`src/rtl/wid_pkg.sv`:
```
package wid_pkg;

  typedef enum logic [1:0] {
    SLOT_FREE = 2'd0,
    SLOT_ADDR = 2'd1,
    SLOT_DATA = 2'd2,
    SLOT_RESP = 2'd3
  } slot_state_e;

  localparam logic [1:0] RESP_OKAY = 2'b00;

endpackage

```
`src/rtl/wid_pick.sv`:
```
module wid_pick #(
  parameter int N = 4,
  localparam int IW = (N > 1) ? $clog2(N) : 1
) (
  input  logic [N-1:0]  req_i,
  output logic          any_o,
  output logic [IW-1:0] idx_o
);

  always_comb begin
    any_o = |req_i;
    idx_o = '0;
    for (int i = N - 1; i >= 0; i--) begin
      if (req_i[i]) idx_o = IW'(i);
    end
  end

endmodule

```
`src/rtl/wid_slot.sv`:
```
module wid_slot
  import wid_pkg::*;
#(
  parameter int ID_W       = 4,
  parameter int ADDR_W     = 32,
  parameter int LEN_W      = 4,
  parameter int BYTE_SHIFT = 2
) (
  input  logic              clk,
  input  logic              rst_n,
  input  logic              alloc_i,
  input  logic [ID_W-1:0]   id_i,
  input  logic [ADDR_W-1:0] addr_i,
  input  logic [LEN_W-1:0]  len_i,
  input  logic              take_i,
  input  logic              release_i,
  output slot_state_e       state_o,
  output logic [ID_W-1:0]   id_o,
  output logic [ADDR_W-1:0] beat_addr_o,
  output logic [LEN_W-1:0]  count_o,
  output logic              final_o
);

  slot_state_e       state_q, state_d;
  logic [ID_W-1:0]   id_q;
  logic [ADDR_W-1:0] base_q;
  logic [LEN_W-1:0]  len_q, count_q;
  logic              load_en, count_en;

  assign final_o     = (count_q == len_q);
  assign state_o     = state_q;
  assign id_o        = id_q;
  assign count_o     = count_q;
  assign beat_addr_o = base_q + (ADDR_W'(count_q) << BYTE_SHIFT);

  always_comb begin
    state_d  = state_q;
    load_en  = 1'b0;
    count_en = 1'b0;
    unique case (state_q)
      SLOT_FREE: if (alloc_i) begin
        state_d = SLOT_ADDR;
        load_en = 1'b1;
      end
      SLOT_ADDR, SLOT_DATA: if (take_i) begin
        count_en = 1'b1;
        state_d  = final_o ? SLOT_RESP : SLOT_DATA;
      end
      SLOT_RESP: if (release_i) state_d = SLOT_FREE;
      default: state_d = SLOT_FREE;
    endcase
  end

  always_ff @(posedge clk or negedge rst_n) begin
    if (!rst_n) state_q <= SLOT_FREE;
    else        state_q <= state_d;
  end

  always_ff @(posedge clk or negedge rst_n) begin
    if (!rst_n) begin
      id_q    <= '0;
      base_q  <= '0;
      len_q   <= '0;
      count_q <= '0;
    end else if (load_en) begin
      id_q    <= id_i;
      base_q  <= addr_i;
      len_q   <= len_i;
      count_q <= '0;
    end else if (count_en) begin
      count_q <= count_q + 1'b1;
    end
  end

  // a beat is steered only into a slot that expects data
  assert_take_open_R3: assert property (@(posedge clk) disable iff (!rst_n)
    take_i |-> (state_q == SLOT_ADDR || state_q == SLOT_DATA))
    else $error("beat steered into a slot not expecting data");

  // an address is only stored into a free slot
  assert_alloc_free_R2: assert property (@(posedge clk) disable iff (!rst_n)
    alloc_i |-> (state_q == SLOT_FREE))
    else $error("address stored into an occupied slot");

endmodule

```
`src/rtl/wr_interleave_demux.sv`:
```
module wr_interleave_demux
  import wid_pkg::*;
#(
  parameter int ID_W   = 4,
  parameter int ADDR_W = 32,
  parameter int DATA_W = 32,
  parameter int LEN_W  = 4,
  parameter int SLOTS  = 4,
  parameter int DEPTH  = 2
) (
  input  logic                clk,
  input  logic                rst_n,
  input  logic                aw_valid,
  output logic                aw_ready,
  input  logic [ID_W-1:0]     aw_id,
  input  logic [ADDR_W-1:0]   aw_addr,
  input  logic [LEN_W-1:0]    aw_len,
  input  logic                w_valid,
  output logic                w_ready,
  input  logic [ID_W-1:0]     w_id,
  input  logic [DATA_W-1:0]   w_data,
  input  logic [DATA_W/8-1:0] w_strb,
  input  logic                w_last,
  output logic                b_valid,
  input  logic                b_ready,
  output logic [ID_W-1:0]     b_id,
  output logic [1:0]          b_resp,
  output logic                beat_valid,
  output logic [ID_W-1:0]     beat_id,
  output logic [ADDR_W-1:0]   beat_addr,
  output logic [LEN_W-1:0]    beat_idx,
  output logic [DATA_W-1:0]   beat_data,
  output logic [DATA_W/8-1:0] beat_strb
);

  localparam int STRB_W     = DATA_W / 8;
  localparam int BYTE_SHIFT = $clog2(STRB_W);
  localparam int IDX_W      = (SLOTS > 1) ? $clog2(SLOTS) : 1;
  localparam int CNT_W      = $clog2(SLOTS + 1);

  slot_state_e       slot_st    [SLOTS];
  logic [ID_W-1:0]   slot_id    [SLOTS];
  logic [ADDR_W-1:0] slot_addr  [SLOTS];
  logic [LEN_W-1:0]  slot_cnt   [SLOTS];
  logic [SLOTS-1:0]  slot_final;

  logic [SLOTS-1:0] free_vec, data_vec, resp_vec, match_vec, clash_vec;
  logic [SLOTS-1:0] alloc_vec, take_vec, release_vec;
  logic             free_any, match_any, resp_any;
  logic [IDX_W-1:0] free_idx, match_idx, resp_idx;
  logic [CNT_W-1:0] active_cnt;
  logic             aw_take, w_take, b_take, depth_ok;

  logic             b_vld_q, b_vld_d;
  logic [IDX_W-1:0] b_idx_q, b_idx_d;

  // slot table
  for (genvar g = 0; g < SLOTS; g++) begin : g_slot
    wid_slot #(
      .ID_W(ID_W), .ADDR_W(ADDR_W), .LEN_W(LEN_W), .BYTE_SHIFT(BYTE_SHIFT)
    ) u_slot (
      .clk        (clk),
      .rst_n      (rst_n),
      .alloc_i    (alloc_vec[g]),
      .id_i       (aw_id),
      .addr_i     (aw_addr),
      .len_i      (aw_len),
      .take_i     (take_vec[g]),
      .release_i  (release_vec[g]),
      .state_o    (slot_st[g]),
      .id_o       (slot_id[g]),
      .beat_addr_o(slot_addr[g]),
      .count_o    (slot_cnt[g]),
      .final_o    (slot_final[g])
    );

    assign free_vec[g]    = (slot_st[g] == SLOT_FREE);
    assign data_vec[g]    = (slot_st[g] == SLOT_DATA);
    assign resp_vec[g]    = (slot_st[g] == SLOT_RESP);
    assign clash_vec[g]   = !free_vec[g] && (slot_id[g] == aw_id);
    assign match_vec[g]   = (slot_st[g] == SLOT_ADDR || data_vec[g]) && (slot_id[g] == w_id);
    assign alloc_vec[g]   = aw_take && (free_idx == IDX_W'(g));
    assign take_vec[g]    = w_take && (match_idx == IDX_W'(g));
    assign release_vec[g] = b_take && (b_idx_q == IDX_W'(g));
  end

  wid_pick #(.N(SLOTS)) u_pick_free  (.req_i(free_vec),  .any_o(free_any),  .idx_o(free_idx));
  wid_pick #(.N(SLOTS)) u_pick_match (.req_i(match_vec), .any_o(match_any), .idx_o(match_idx));
  wid_pick #(.N(SLOTS)) u_pick_resp  (.req_i(resp_vec),  .any_o(resp_any),  .idx_o(resp_idx));

  // acceptance
  assign active_cnt = CNT_W'($countones(data_vec));
  assign depth_ok   = |(match_vec & data_vec) || (active_cnt < CNT_W'(DEPTH));
  assign aw_ready   = free_any && !(|clash_vec);
  assign w_ready    = match_any && depth_ok;
  assign aw_take    = aw_valid && aw_ready;
  assign w_take     = w_valid && w_ready;
  assign b_take     = b_vld_q && b_ready;

  // response stage
  always_comb begin
    b_vld_d = b_vld_q;
    b_idx_d = b_idx_q;
    if (b_vld_q) begin
      if (b_ready) b_vld_d = 1'b0;
    end else if (resp_any) begin
      b_vld_d = 1'b1;
      b_idx_d = resp_idx;
    end
  end

  always_ff @(posedge clk or negedge rst_n) begin
    if (!rst_n) begin
      b_vld_q <= 1'b0;
      b_idx_q <= '0;
    end else begin
      b_vld_q <= b_vld_d;
      b_idx_q <= b_idx_d;
    end
  end

  assign b_valid = b_vld_q;
  assign b_id    = slot_id[b_idx_q];
  assign b_resp  = RESP_OKAY;

  // beat output stage
  always_ff @(posedge clk or negedge rst_n) begin
    if (!rst_n) beat_valid <= 1'b0;
    else        beat_valid <= w_take;
  end

  always_ff @(posedge clk or negedge rst_n) begin
    if (!rst_n) begin
      beat_id   <= '0;
      beat_addr <= '0;
      beat_idx  <= '0;
      beat_data <= '0;
      beat_strb <= '0;
    end else if (w_take) begin
      beat_id   <= w_id;
      beat_addr <= slot_addr[match_idx];
      beat_idx  <= slot_cnt[match_idx];
      beat_data <= w_data;
      beat_strb <= w_strb;
    end
  end

  // checks
  logic id_dup;
  always_comb begin
    id_dup = 1'b0;
    for (int i = 0; i < SLOTS; i++)
      for (int j = i + 1; j < SLOTS; j++)
        if (!free_vec[i] && !free_vec[j] && slot_id[i] == slot_id[j]) id_dup = 1'b1;
  end

  assert_unique_id_R2: assert property (@(posedge clk) disable iff (!rst_n) !id_dup)
    else $error("two occupied slots share an ID");

  assert_interleave_limit_R4: assert property (@(posedge clk) disable iff (!rst_n)
    $countones(data_vec) <= DEPTH)
    else $error("more partly received transactions than the depth");

  assert_beat_follows_R5: assert property (@(posedge clk) disable iff (!rst_n)
    w_take |=> beat_valid && beat_id == $past(w_id))
    else $error("accepted beat not presented on the next cycle");

  assert_last_on_final_R6: assert property (@(posedge clk) disable iff (!rst_n)
    w_take |-> (w_last == slot_final[match_idx]))
    else $error("w_last does not mark the final counted beat");

  assert_bid_stable_R8: assert property (@(posedge clk) disable iff (!rst_n)
    b_valid && !b_ready |=> b_valid && $stable(b_id))
    else $error("response changed while stalled");

endmodule

```
`config.mk`:
```
export PLATFORM = sky130hd
export DESIGN_NAME = wr_interleave_demux
export DESIGN_NICKNAME = d
export VERILOG_FILES = /design/src/rtl/wid_pkg.sv /design/src/rtl/wid_pick.sv /design/src/rtl/wid_slot.sv /design/src/rtl/wr_interleave_demux.sv
export SDC_FILE = /design/constraint.sdc
export NUM_CORES = 1
export LEC_CHECK = 0
export CAP_MARGIN = 30
export CORE_UTILIZATION = 46
export CTS_BUF_LIST = sky130_fd_sc_hd__clkbuf_4 sky130_fd_sc_hd__clkbuf_8 sky130_fd_sc_hd__clkbuf_16
export DETAILED_ROUTE_END_ITERATION = 10
export DONT_BUFFER_PORTS = 1
export GPL_ROUTABILITY_DRIVEN = 0
export SLEW_MARGIN = 25
export SYNTH_ARGS = -nofsm -noshare
export SYNTH_HDL_FRONTEND = slang
export SYNTH_HIERARCHICAL = 1
export SYNTH_SLANG_ARGS = --single-unit
```
`constraint.sdc`:
```
create_clock -name clk -period 8.65 [get_ports clk]
set_input_delay 0.4325 -clock clk [delete_from_list [all_inputs] [get_ports clk]]
set_output_delay 0.4325 -clock clk [all_outputs]
set_load 0.02 [all_outputs]
```
==> results.cfg <==
[cts]
cts_buffer_depth = 3
tritoncts = done
post-cts-setup-buffers = 0
cts_resized = 0
htree_levels = 1
cts_inserted_buffers = 31
cts_root_buffer = clkbuf_16
clk_pin_slew_worst_paths_ns = 0.06
cts_sinks = 264
clk_latency_ns = 0.56

[logic_synthesis]
synth-edff-count = 0
netlist_area_sq_um = 15580
yosysSeqAreaShare_pct = 42.40
syn_inst = 1443
synth_cell_types = 65
avgSynthCellArea_sq_um = 10.80
synth_ff_type = dfrtp_1
synth_async_sr_flop_share_pct = 100.0
yosys_warnings = 6
synth_seq_cells = 264

[placement]
dp_hpwl_microns = 28140
numPortBuffers = 0
placed_area_sq_um = 15780
post-place-ws_ns = 4.918

[worst_setup_path]
worstSetupStartpointType = flip-flop
path_class = flip-flop to flip-flop
crit_path_end_kind = flip-flop
cpMostUsedCell = a21oi_1
crit_chain = inv_1 > ha_1 > fa_1 > a21oi_1 > a41oi_1 > and4_4 > buf_4 > nor4_2 > nand2_1 > nor2_1 > xnor2_1 > a21oi_1
r2r-start = g_slot[0].u_slot/state_o[0]
worst-path-buf-inv = 2
required_ns = 9.13
r2r_slack_ns = 4.92
crit_slowest_cell = buf_4
timing.rr.end = g_slot[0].u_slot/count_o[3]
r2r_cells = 12
max_stage_delay_ns = 0.77
cp_max_fo = 91
crit_arrival_ns = 4.21
crit_family = simple AND/OR/NAND/NOR gates

[floorplan]
die_h_microns = 186.0
coreArea_sq_um = 33450
die-area_sq_um = 34610
row_count = 67
num_io_pins = 172
die_w_microns = 186.0
floorplan.initialDensity_pct = 46.58

[finish]
final_core_util_pct = 52.52
nets = 1608
syn2layout_area_growth_pct = 12.76
final_layout_size_suffix_gt1_share_pct = 20.36
fillers = 2941
post-route-cell-area_sq_um = 17570

[timing]
slew_headroom_pct = 34.68
finalMaxSlewViolations = 0
tightestPinTransition_ns = 0.9798
final.setup_skew_ns = 0.01529
period_needed_ns = 3.729
postLayoutSetupSlackWorst_ns = 4.921
finalHoldViolations = 0
setup_violations = 0
rsz0062_at_grt = false
fmax_mhz = 268.2
finalCritPeriodShare_pct = 43.11
fin_tns_setup_ns = 0

[grt]
grt_pass1_vias = 11240
grt_max_degree = 265
antenna_found_initial = 1
grt.total_usage_pct = 24.29
grt-ovfl-total = 0
grt_pass1_wl_microns = 64470

[route]
drt-initial-drc-count = 732
vias = 11430
ant_nets = 0
wl_per_cell_microns = 21.52
routed_wl_microns = 41900
drc = 0
first_pass_iters = 5
vias_per_cell = 5.869

[run]
cap_viol_max_count = 0

[status]
status = completed

[pwr]
irDropWorstVdd_mv = 0.1652
finalPower_mw = 5.790
power_density_nw_per_um2 = 329.6
leakagePower_nw = 7.502

[min_path]
hold-path-endpoint = g_slot[3].u_slot/base_q[7]
min_path_cells = 1
hp-class = primary input to flip-flop
hold_path_startpoint = aw_addr[7]
==> cells in the final DEF (no fill, tap or decap), types with 4 or more instances in the layout <==
master	netlist	final
a21o_1	4	4
a21oi_1	28	28
nor2_1	45	45
a22oi_1	10	10
and3_1	17	17
mux2i_1	4	4
nand3_1	37	37
nor4_1	19	19
mux4_2	40	40
and4_1	12	12
a211o_1	6	6
xnor2_1	84	84
dlygate4sd3_1	0	68
clkbuf_4	0	10
inv_1	56	56
xor2_1	83	83
buf_4	13	13
a31oi_1	4	4
mux2_2	161	161
nand2_2	0	5
nand4_1	40	40
o21ai_0	110	109
o211ai_1	6	6
clkbuf_16	0	31
and2_1	5	4
o21a_1	7	7
ha_1	40	40
dfrtp_1	264	264
nand2_1	136	131
fa_1	5	5
a211oi_1	6	6
clkbuf_8	0	6
o21ai_1	52	53
nor3_1	22	21
nand2b_1	6	6
==> timing repair <==
item                                    4_1_cts  5_1_grt
endpoints found under the hold margin       363       49
endpoints found under the setup margin        0        0
hold buffers                                 68        1
==> area by class of cell <==
type                       instances  area [sq um]  share of cell area [%]
clock inverter                     7         91.34                  0.5199
inverter                          56         210.2                   1.196
antenna                            1         2.502                 0.01424
timing repair buffer              84         860.8                   4.900
sequential                       264          6606                   37.60
multi-input combinational       1040          8303                   47.26
clock buffer                      47         933.4                   5.313
tap                              448         560.5                   3.191
==> cell families after synthesis <==
group	after synthesis	synth area share [%]
compound gates	248	9.260
xor+xnor	167	9.388
fa+ha+maj	45	3.855
buf+inv	140	4.497
flops	264	42.40
mux	205	17.68
other cells	1	0.02407
simple gates	373	12.90
==> synthesized netlist by cell type, types with 7 or more instances <==
library cell	instances	area share (%)
a22oi_1	10	0.48
nor3_1	22	0.71
and3_1	17	0.68
xnor2_1	84	4.7
o21ai_1	52	1.7
ha_1	40	3.2
and4_1	12	0.67
buf_4	13	0.63
buf_2	21	0.67
buf_6	13	0.94
mux4_2	40	5.8
nor2_1	45	1.1
nand3_1	37	1.2
nor4_1	19	0.76
o21a_1	7	0.34
o21ai_0	110	3.5
mux2_2	161	12
dfrtp_1	264	42
a21oi_1	28	0.90
nand4_1	40	1.6
nand2_1	136	3.3
xor2_1	83	4.7
clkbuf_1	34	0.82
inv_1	56	1.3
==> worst reg2reg max path, cell delays in order (launching register included) <==
cell and delay (ns):
dfrtp_1 0.41, inv_1 0.08, ha_1 0.23, fa_1 0.54, a21oi_1 0.07, a41oi_1 0.17, and4_4 0.64, buf_4 0.78
nor4_2 0.20, nand2_1 0.20, nor2_1 0.08, xnor2_1 0.12, a21oi_1 0.13
==> worst max path at each step <==
stage | endpoint | cells after the start | start | slack [ns]
2_1_floorplan | beat_addr[22] | 10 | g_slot[2].u_slot/count_o[0] | 5.88
3_3_place_gp | g_slot[0].u_slot/count_o[3] | 12 | g_slot[0].u_slot/state_o[0] | 4.99
3_5_place_dp | g_slot[0].u_slot/count_o[3] | 12 | g_slot[0].u_slot/state_o[0] | 4.92
4_1_cts | g_slot[0].u_slot/count_o[3] | 12 | g_slot[0].u_slot/state_o[0] | 4.90
5_1_grt | g_slot[0].u_slot/count_o[3] | 12 | g_slot[0].u_slot/state_o[0] | 4.60
6_report | g_slot[0].u_slot/count_o[3] | 12 | g_slot[0].u_slot/state_o[0] | 4.92
==> metal layers <==
metal	GRT usage (%)	vias to the layer above	share of wire, %
li1	-	5228	-
met1	32.89	5763	44
met2	39.97	371	47
met3	4.383	65	6.5
met4	6.262	0	2.1
met5	0	-	0
==> state kept, by name, summed over array words and instances, names as in the netlist <==
register and flops:
g_slot.u_slot/id_o 16, b_idx_q 2, g_slot.u_slot/count_o 16, g_slot.u_slot/state_o 8, beat_idx 4, beat_data 32, g_slot.u_slot/len_q 16, beat_valid 1
b_valid 1, beat_id 4, beat_addr 32, beat_strb 4, g_slot.u_slot/base_q 128
==> through the flow <==
stage          hold slack, ns  instances
6_report              0.01716       1947
3_5_place_dp           0.1504       1821
5_1_grt             0.0006104       1947
3_3_place_gp           0.1512       1821
2_1_floorplan          0.1369       1444
4_1_cts            0.00005534       1943
==> power breakdown <==
| part | switching, mW | total [mW] | internal (mW) | leakage, nW |
|---|---|---|---|---|
| combinational | 0.982 | 2.00 | 1.02 | 3.61 |
| clock | 0.506 | 1.30 | 0.796 | 0.516 |
| sequential | 0.747 | 2.49 | 1.74 | 3.37 |
No activity file was read; power rests on OpenSTA's default activity.
